`config.mk`:
```
export PLATFORM = sky130hd
export DESIGN_NAME = alu16_ex
export DESIGN_NICKNAME = d
export VERILOG_FILES = /design/src/rtl/alu16_ex.sv
export SDC_FILE = /design/constraint.sdc
export NUM_CORES = 2
export LEC_CHECK = 0
export ABC_AREA = 1
export BUFFER_PORTS_ARGS = -buffer_cell sky130_fd_sc_hd__buf_2
export CORE_MARGIN = 2
export CORE_UTILIZATION = 25
export CTS_CLUSTER_SIZE = 8
export DETAILED_ROUTE_END_ITERATION = 12
export SLEW_MARGIN = 10
export SYNTH_ARGS = -nofsm -noshare
export SYNTH_HDL_FRONTEND = slang
export SYNTH_SLANG_ARGS = --single-unit
```
`constraint.sdc`:
```
create_clock -name clk -period 7.5 [get_ports clk]
set_input_delay 1.5 -clock clk [delete_from_list [all_inputs] [get_ports clk]]
set_output_delay 1.5 -clock clk [all_outputs]
set_load 0.1 [all_outputs]
```
`src/rtl/alu16_ex.sv`:
```
module alu16_ex #(
  parameter int W = 16
) (
  input  logic         clk,
  input  logic         rst_n,
  input  logic         start_i,
  input  logic [4:0]   op_i,
  input  logic [W-1:0] b_i,
  input  logic [W-1:0] a_i,
  input  logic [W-1:0] ex_i,
  output logic         busy_o,
  output logic         done_o,
  output logic [W-1:0] res_o,
  output logic [W-1:0] ex_o,
  output logic         ex_we_o,
  output logic         cond_o
);
  localparam int DW   = 2 * W;
  localparam int SW   = $clog2(DW) + 1;
  localparam int CW   = $clog2(DW);
  localparam logic [CW-1:0] LAST = CW'(DW - 1);
  localparam logic [W-1:0]  ONE  = W'(1);

  localparam logic [4:0] OP_SET = 5'h01, OP_ADD = 5'h02, OP_SUB = 5'h03,
    OP_MUL = 5'h04, OP_MLI = 5'h05, OP_DIV = 5'h06, OP_DVI = 5'h07,
    OP_MOD = 5'h08, OP_MDI = 5'h09, OP_AND = 5'h0a, OP_BOR = 5'h0b,
    OP_XOR = 5'h0c, OP_SHR = 5'h0d, OP_ASR = 5'h0e, OP_SHL = 5'h0f,
    OP_ADX = 5'h1a, OP_SBX = 5'h1b, OP_STI = 5'h1e, OP_STD = 5'h1f;

  // one-cycle datapath
  logic [W:0]            add_s, sub_s;
  logic [W+1:0]          adx_s;
  logic signed [W+2:0]   sbx_d;
  logic [DW-1:0]         mul_u;
  logic signed [DW-1:0]  mul_s;
  logic [SW-1:0]         sh_amt;
  logic [DW-1:0]         shr_t, shl_t;
  logic signed [DW-1:0]  asr_t;
  logic [W-1:0]          c_res, c_ex;
  logic                  c_we, c_cond;

  assign add_s  = {1'b0, b_i} + {1'b0, a_i};
  assign sub_s  = {1'b0, b_i} - {1'b0, a_i};
  assign adx_s  = {2'b0, b_i} + {2'b0, a_i} + {2'b0, ex_i};
  assign sbx_d  = $signed({3'b0, b_i}) - $signed({3'b0, a_i}) + $signed({3'b0, ex_i});
  assign mul_u  = {{W{1'b0}}, b_i} * {{W{1'b0}}, a_i};
  assign mul_s  = $signed({{W{b_i[W-1]}}, b_i}) * $signed({{W{a_i[W-1]}}, a_i});
  assign sh_amt = ({{(32-W){1'b0}}, a_i} >= DW) ? SW'(DW) : a_i[SW-1:0];
  assign shr_t  = {b_i, {W{1'b0}}} >> sh_amt;
  assign asr_t  = $signed({b_i, {W{1'b0}}}) >>> sh_amt;
  assign shl_t  = {{W{1'b0}}, b_i} << sh_amt;

  always_comb begin
    c_res  = b_i;
    c_ex   = ex_i;
    c_we   = 1'b0;
    c_cond = 1'b0;
    case (op_i)
      OP_SET, OP_STI, OP_STD: c_res = a_i;
      OP_ADD: begin c_res = add_s[W-1:0]; c_ex = add_s[W] ? ONE : '0; c_we = 1'b1; end
      OP_SUB: begin c_res = sub_s[W-1:0]; c_ex = sub_s[W] ? '1 : '0;  c_we = 1'b1; end
      OP_MUL: begin c_res = mul_u[W-1:0]; c_ex = mul_u[DW-1:W]; c_we = 1'b1; end
      OP_MLI: begin c_res = mul_s[W-1:0]; c_ex = mul_s[DW-1:W]; c_we = 1'b1; end
      OP_DIV, OP_DVI: begin c_res = '0; c_ex = '0; c_we = 1'b1; end
      OP_MOD, OP_MDI: c_res = '0;
      OP_AND: c_res = b_i & a_i;
      OP_BOR: c_res = b_i | a_i;
      OP_XOR: c_res = b_i ^ a_i;
      OP_SHR: begin c_res = shr_t[DW-1:W]; c_ex = shr_t[W-1:0]; c_we = 1'b1; end
      OP_ASR: begin c_res = asr_t[DW-1:W]; c_ex = asr_t[W-1:0]; c_we = 1'b1; end
      OP_SHL: begin c_res = shl_t[W-1:0];  c_ex = shl_t[DW-1:W]; c_we = 1'b1; end
      OP_ADX: begin
        c_res = adx_s[W-1:0];
        c_ex  = (adx_s[W+1:W] != 2'b0) ? ONE : '0;
        c_we  = 1'b1;
      end
      OP_SBX: begin
        c_res = sbx_d[W-1:0];
        c_ex  = sbx_d[W+2] ? '1 : ((sbx_d[W+1:W] != 2'b0) ? ONE : '0);
        c_we  = 1'b1;
      end
      5'h10: c_cond = (b_i & a_i) != '0;
      5'h11: c_cond = (b_i & a_i) == '0;
      5'h12: c_cond = b_i == a_i;
      5'h13: c_cond = b_i != a_i;
      5'h14: c_cond = b_i > a_i;
      5'h15: c_cond = $signed(b_i) > $signed(a_i);
      5'h16: c_cond = b_i < a_i;
      5'h17: c_cond = $signed(b_i) < $signed(a_i);
      default: ;
    endcase
  end

  // iterative divider
  logic          is_div, sgn_op, frac_op;
  logic [W-1:0]  mag_b, mag_a;
  logic [DW-1:0] q, nq, qneg;
  logic [W-1:0]  r, nr, dvs, ex_keep;
  logic [CW-1:0] cnt;
  logic          d_frac, d_negq, d_negr;
  logic [W:0]    trial;
  logic          ge;
  logic [W-1:0]  f_res, f_ex;

  assign is_div  = (op_i == OP_DIV) || (op_i == OP_DVI) || (op_i == OP_MOD) || (op_i == OP_MDI);
  assign sgn_op  = (op_i == OP_DVI) || (op_i == OP_MDI);
  assign frac_op = (op_i == OP_DIV) || (op_i == OP_DVI);
  assign mag_b   = (sgn_op && b_i[W-1]) ? -b_i : b_i;
  assign mag_a   = (sgn_op && a_i[W-1]) ? -a_i : a_i;

  assign trial = {r, q[DW-1]};
  assign ge    = trial >= {1'b0, dvs};
  assign nr    = ge ? W'(trial - {1'b0, dvs}) : trial[W-1:0];
  assign nq    = {q[DW-2:0], ge};
  assign qneg  = -nq;

  assign f_res = d_frac ? (d_negq ? -nq[DW-1:W] : nq[DW-1:W]) : (d_negr ? -nr : nr);
  assign f_ex  = d_frac ? (d_negq ? qneg[W-1:0] : nq[W-1:0]) : ex_keep;

  always_ff @(posedge clk) begin
    if (!rst_n) begin
      busy_o  <= 1'b0;
      done_o  <= 1'b0;
      res_o   <= '0;
      ex_o    <= '0;
      ex_we_o <= 1'b0;
      cond_o  <= 1'b0;
      q       <= '0;
      r       <= '0;
      dvs     <= '0;
      ex_keep <= '0;
      cnt     <= '0;
      d_frac  <= 1'b0;
      d_negq  <= 1'b0;
      d_negr  <= 1'b0;
    end else begin
      done_o  <= 1'b0;
      ex_we_o <= 1'b0;
      cond_o  <= 1'b0;
      if (busy_o) begin
        q   <= nq;
        r   <= nr;
        cnt <= cnt + 1'b1;
        if (cnt == LAST) begin
          busy_o  <= 1'b0;
          done_o  <= 1'b1;
          res_o   <= f_res;
          ex_o    <= f_ex;
          ex_we_o <= d_frac;
        end
      end else if (start_i) begin
        if (is_div && a_i != '0) begin
          busy_o  <= 1'b1;
          cnt     <= '0;
          r       <= '0;
          q       <= frac_op ? {mag_b, {W{1'b0}}} : {{W{1'b0}}, mag_b};
          dvs     <= mag_a;
          ex_keep <= ex_i;
          d_frac  <= frac_op;
          d_negq  <= sgn_op && (b_i[W-1] ^ a_i[W-1]);
          d_negr  <= sgn_op && b_i[W-1];
        end else begin
          done_o  <= 1'b1;
          res_o   <= c_res;
          ex_o    <= c_ex;
          ex_we_o <= c_we;
          cond_o  <= c_cond;
        end
      end
    end
  end
endmodule

```
# Word-level counts from Yosys, hierarchy flattened
# Cells that the tools add are included.
# W data, S select, Z words.
totals:
  ff_bits: 124
  output_inout_bits: 36
classes:
  n_addsub: 13
  mul: 2
  order_cmp: 6
  eq_ne: 32
  n_shift: 3
  muxes: 48
  bitwise_logic: 7
  reduce_logical: 23
ops:
  columns: ["op", "count"]
  rows:
  - ["$mux W16", 21]
  - ["$pmux W16 S14", 1]
  - ["$pmux W16 S10", 1]
  - ["$mux W32", 4]
  - ["$neg A16 Y16", 5]
  - ["$eq A5 B5 Y1 const B", 13]
  - ["$mul A16 B16 Y32", 2]
  - ["$eq A5 B4 Y1 const B", 8]
  - ["$add A16 B16 Y17", 2]
  - ["$sub A16 B16 Y17", 2]
  - ["$gt A16 B16 Y1", 2]
  - ["$lt A16 B16 Y1", 2]
  - ["$reduce_bool A16 Y1", 2]
  - ["$shl A16 B6 Y32", 1]
  - ["$shr A32 B6 Y32", 1]
  - ["$sshr A32 B6 Y32", 1]
  - ["$eq A5 B3 Y1 const B", 4]
  - ["$add A17 B16 Y18", 1]
  - ["$add A17 B17 Y18", 1]
  - ["$ge A17 B16 Y1", 1]
  - ["$and A16 B16 Y16", 1]
  - ["$eq A16 B16 Y1", 1]
  - ["$ge A16 B6 Y1 const B", 1]
  - ["$logic_not A16 Y1", 1]
  - ["other kinds (24)", 55]

# Logic depth before layout (Yosys ltp)
depth:
  word_depth: 9
  mapped_depth: 33
  mapped_depth_nobuf: 30

# Least setup slack after synthesis
# No wires, ideal clock.
synth_timing:
  path_type: "input port to flip-flop"
  from: "input port a_i[4]"
  to: "register ex_o[11]"
  t_arrival_ns: 7.247
  t_required_ns: 7.378
  setup_slack_ns: 0.131
  cell_stages: 28
  n_path_buf: 3
  path_cell_list: "clkbuf_1 -> clkbuf_1 -> clkbuf_1 -> nand2_1 -> inv_1 -> fa_1 -> inv_1 -> fa_1 -> fa_1 -> inv_1 -> fa_1 -> fa_1 -> inv_1 -> fa_1 -> inv_1 -> ha_1 -> a21oi_1 -> o21ai_0 -> o21bai_1 -> nand2_1 -> nand3_1 -> or2_2 -> nand3_1 -> nand3_1 -> nor2_1 -> nand3_1 -> nand2_1 -> a21oi_1"
synth_via:
  elab_chain_cells: 7
  word_cells_on_any_way: 20
  classes_between: "3 x add/sub; 2 x mul; 1 x order compare; 1 x eq/ne; 3 x shift; 7 x mux; 3 x reduce/logical"
synth_rtl:
  columns: ["element", "line", "text"]
  rows:
  - ["start, declared", "9", "input logic [W-1:0] a_i,"]
  - ["$sub A16 B16 Y17 / $ge A16 B6 Y1 (equally long branches)", "43, 45, 48", null]
  - ["$add A17 B17 Y18 / $mux W6 (equally long branches)", "45, 48", null]
  - ["$mux W16, or another cell as far along", "79", "c_ex = sbx_d[W+2] ? '1 : ((sbx_d[W+1:W] != 2'b0) ? ONE : '0);"]
  - ["$pmux W16 S10", "58", "case (op_i)"]
  - ["$mux W16", "152", "if (is_div && a_i != '0) begin"]
  - ["$mux W16", "151", "end else if (start_i) begin"]
  - ["$mux W16", "140", "if (busy_o) begin"]
  - ["end signal, assigned", "125", "ex_o <= '0;"]
  - ["end signal, assigned", "148", "ex_o <= f_ex;"]
  - ["end signal, assigned", "165", "ex_o <= c_ex;"]
  - ["end, declared", "14", "output logic [W-1:0] ex_o,"]
# Parallel ways exist; a longest one is shown, timed or not. The select of a mux whose other input is x is not followed.
# A chain may end at the register's enable or synchronous reset.

# Worst setup path after layout
layout_timing:
  from: "input port b_i[10]"
  to: "register ex_o[6]"
layout_via:
  elab_chain_cells: 7
  word_cells_on_any_way: 14
  classes_between: "3 x add/sub; 2 x mul; 3 x shift; 6 x mux"
layout_rtl:
  columns: ["element", "line", "text"]
  rows:
  - ["start, declared", "8", "input logic [W-1:0] b_i,"]
  - ["$sub A16 B16 Y17", "43, 45", null]
  - ["$add A17 B17 Y18", "45", "assign sbx_d = $signed({3'b0, b_i}) - $signed({3'b0, a_i}) + $signed({3'b0, ex_i});"]
  - ["$mux W16", "79", null]
  - ["$pmux W16 S10 *", "58", null]
  - ["$mux W16 *", "152", null]
  - ["$mux W16 *", "151", null]
  - ["$mux W16 *", "140", null]
# Every way passes the cells marked *; elsewhere a longest branch is shown, timed or not. The select of a mux whose other input is x is not followed.

==> results.md <==
* Gr ovfl total at 0
* Vias per inst at 5.035
* Min Tclk post-route at 7.336 ns
* Syn_nets at 5390
* Root buf cell: clkbuf_16
* Num rows at 130
* Most frequent cells in the layout: nand2_1 (1152), inv_1 (871), fa_1 (387)
* RePlAce Congestion at 1.070
* Worst VDD drop at 0.8564 mV
* Finished Core Util at 29.67%
* First-pass GRT wire length at 211.5 mm
* Sequential share of the synthesized area at 7.884%
* Status: finished clean
* Slew at the pin with the worst max-slew slack at 1.174 ns
* Final Setup Violations at 0
* Synthesized area at 31490 sq um
* CP most frequent cell: fa_1
* Power, Total at 20.87 mW
* Num CTS Buffers at 17
* Vias in the first global route at 32320
* Num ports at 92
* Post-route ant nets at 0
* Critical Path RT at 7.82 ns
* Met3 usage at 4.926%
* Most Crowded Layer GR: met2
* Initial antenna violation count at 9
* DR iter-0 viols at 3851
* Yosys warning count at 0
* R2R setup slack at 3.15 ns
* Worst Path Arrival at 7.65 ns
* Top delay family on crit path: adder cells
* CTS Sinks at 124
* Worst hold path type: flip-flop to flip-flop
* Drt drc at 0
* Post-synth EDFFs at 0
* Critical path class: input port to flip-flop
* Crit path capture type: flip-flop
* Share of post-route cells with drive strength above 1 at 13.37%
* Slew Viols, Final at 0
* Final hold violations at 0
* Total Die Area at 128800 sq um
* Clock slew seen by the registers of the worst setup and hold paths at 0.07 ns
* Worst-path cell with the longest stage delay: fa_1
* Gate Count Post-Synth at 4691
* Top cells by area, synth: fa_1 (25%), nand2_1 (14%), inv_1 (10%)
* Starting Density at 25.14%
* Pwr/cell area at 561.6 nW/um^2
* Post-synth top area share at 24.67%
* Worst R2R Start: dvs[12]$_SDFFE_PN0P_
* Clock Tree Buf Depth at 2
* RSZ-0062 raised after global routing: yes
* Final worst path period share at 97.81%
* GRT Total Usage at 21.75%
* Dominant synthesized flop cell: dfxtp_1
* Core Box Area at 125200 sq um
* Multi-input logic area at 24810 sq um
* Commonest non-fill, non-tap cell in the layout: nand2_1
* WHS Path Cells at 2
* CTS tree: built
* Slew headroom at 21.56%
* Crit path to: ex_o[6]$_SDFFE_PN0P_
* CP Depth at 26
* Die H at 358.9 um
* Terminus of the critical flop-to-flop path: ex_o[12]$_SDFFE_PN0P_
* Average cell area after synthesis at 6.712 sq um
* Ys async rst share at 0%
* Cell variety after synth at 70
* Final Skew at 0.01695 ns
* Post-synth top area cell: fa_1
* Vias at 33670
* First-pass DRT Iterations at 6
* Critical Path Source: b_i[10]
* Die X at 358.9 um
* Leak at 19.25 nW
* Largest net degree at the start of global routing at 56
* Worst stage delay on the critical path at 0.53 ns
* FMAX at 136.3 MHz
* Max cap viols at 0
* FF+latch area at 2484 sq um
* Routed len/inst at 21.43 um
* Area delta synth->final at 18.01%
* Setup crit start kind: input port
* Port-buffer cells at 91
* Fin nets at 5720
* Synthesis-stage register bit count at 124
* # fillers at 13940
* H-tree depth at 4
* Hold Buf Count CTS at 0
* Post-DP HPWL at 119.5 mm
* Worst-skew pair later-pin latency at 0.44 ns
* CP max FO at 6
* Final wirelength at 143.3 mm
* Met2 Use GR at 33.22%
* Routing usage on met1 at 29.76%
* Buf+Inv Stages, Crit Path at 8
* R2R depth at 20
-- per-layer routing --
layer | share of wire, % | vias to the layer above
met1 | 43 | 16180
li1 | - | 15540
met3 | 10 | 290
met4 | 4.5 | 14
met2 | 42 | 1645
met5 | 0.057 | -
-- where the power goes --
| part | internal [mW] | switching [mW] | total, mW |
|---|---|---|---|
| Clock | 0.485 | 0.335 | 0.820 |
| Combinational | 8.45 | 10.9 | 19.3 |
| Sequential | 0.694 | 0.0346 | 0.729 |
| Total | 9.63 | 11.2 | 20.9 |
-- area by class of cell --
cell class | instances | share of cell area (%)
Sequential cell | 124 | 6.684
Clock inverter | 11 | 0.2929
Antenna cell | 3 | 0.02020
Timing Repair Buffer | 498 | 10.38
Clock buffer | 21 | 1.266
Inverter | 892 | 9.020
Tap cell | 1650 | 5.556
Multi-Input combinational cell | 3488 | 66.78
-- synth_stat cells (8+ instances only) --
cell type  instances
nand2_1         1152
clkbuf_1          97
dfxtp_1          124
nand4_1           54
o211ai_1          28
nand3b_1          15
o21bai_1          12
fa_1             388
nand3_2            8
inv_2              9
nor2_1           238
inv_1            871
buf_2             43
xnor2_1           14
nor2_2             9
clkinv_1          10
nor4_1            12
or2_2             23
o22ai_1           44
buf_1             31
o21a_1            12
nand2_4           12
a31oi_1           35
nand3_1          349
ha_1             255
nor3_1            62
xor2_1            63
nand2_2           35
a21o_1            19
o21ai_1           47
a221oi_1          11
a21oi_1          301
o21ai_0          208
-- flip-flops by register name, summed over array words and instances, names as in the netlist --
signal,cells
ex_we_o,1
dvs,16
cond_o,1
q,32
res_o,16
ex_o,16
cnt,5
d_negq,1
ex_keep,16
r,16
done_o,1
d_negr,1
busy_o,1
d_frac,1
-- kinds of logic after synthesis --
| logic type | Yosys count | synth area share [%] |
|---|---|---|
| buf+inv | 1079 | 13.44 |
| fa+ha+maj | 643 | 34.80 |
| flops | 124 | 7.884 |
| simple gates | 1992 | 27.65 |
| xor+xnor | 77 | 2.142 |
| compound gates | 776 | 14.09 |
-- tightest hold or removal path, cell delays in order, from the launching register on --
cell     delay, ns
dfxtp_1       0.31
nand2_1       0.06
nand2_1       0.04
-- how the worst min path moves through the flow --
| stage | startpoint | endpoint | slack [ns] |
|---|---|---|---|
| after global placement | res_o[5]$_SDFFE_PN0P_ | res_o[5]$_SDFFE_PN0P_ | 0.44 |
| after CTS | res_o[2]$_SDFFE_PN0P_ | res_o[2]$_SDFFE_PN0P_ | 0.45 |
| after global routing | res_o[4]$_SDFFE_PN0P_ | res_o[4]$_SDFFE_PN0P_ | 0.47 |
| final | res_o[2]$_SDFFE_PN0P_ | res_o[2]$_SDFFE_PN0P_ | 0.46 |
| after detailed placement | res_o[8]$_SDFFE_PN0P_ | res_o[8]$_SDFFE_PN0P_ | 0.44 |
| after floorplan | cnt[4]$_SDFFE_PN0P_ | cnt[4]$_SDFFE_PN0P_ | 0.45 |
-- repair_timing --
action                                  CTS  global route
endpoints found under the setup margin    0            14
gates resized for setup                   0            25
buffers inserted                          0             1
-- through the flow --
| stage | TNS, ns | std cells | setup WS (ns) | instance area (sq um) | hold slack (ns) |
|---|---|---|---|---|---|
| 3_3_place_gp | -2.547 | 6651 | -0.2905 | 36500 | 0.4382 |
| 4_1_cts | 0 | 6683 | 0.1704 | 37080 | 0.4540 |
| 2_1_floorplan | 0 | 4691 | 0.1307 | 31490 | 0.4453 |
| 5_1_grt | -0.01512 | 6685 | -0.01512 | 37150 | 0.4734 |
| 3_5_place_dp | -3.227 | 6651 | -0.2625 | 36500 | 0.4433 |
| 6_report | 0 | 6687 | 0.1641 | 37160 | 0.4555 |
Power figures use the tool's default switching activity.
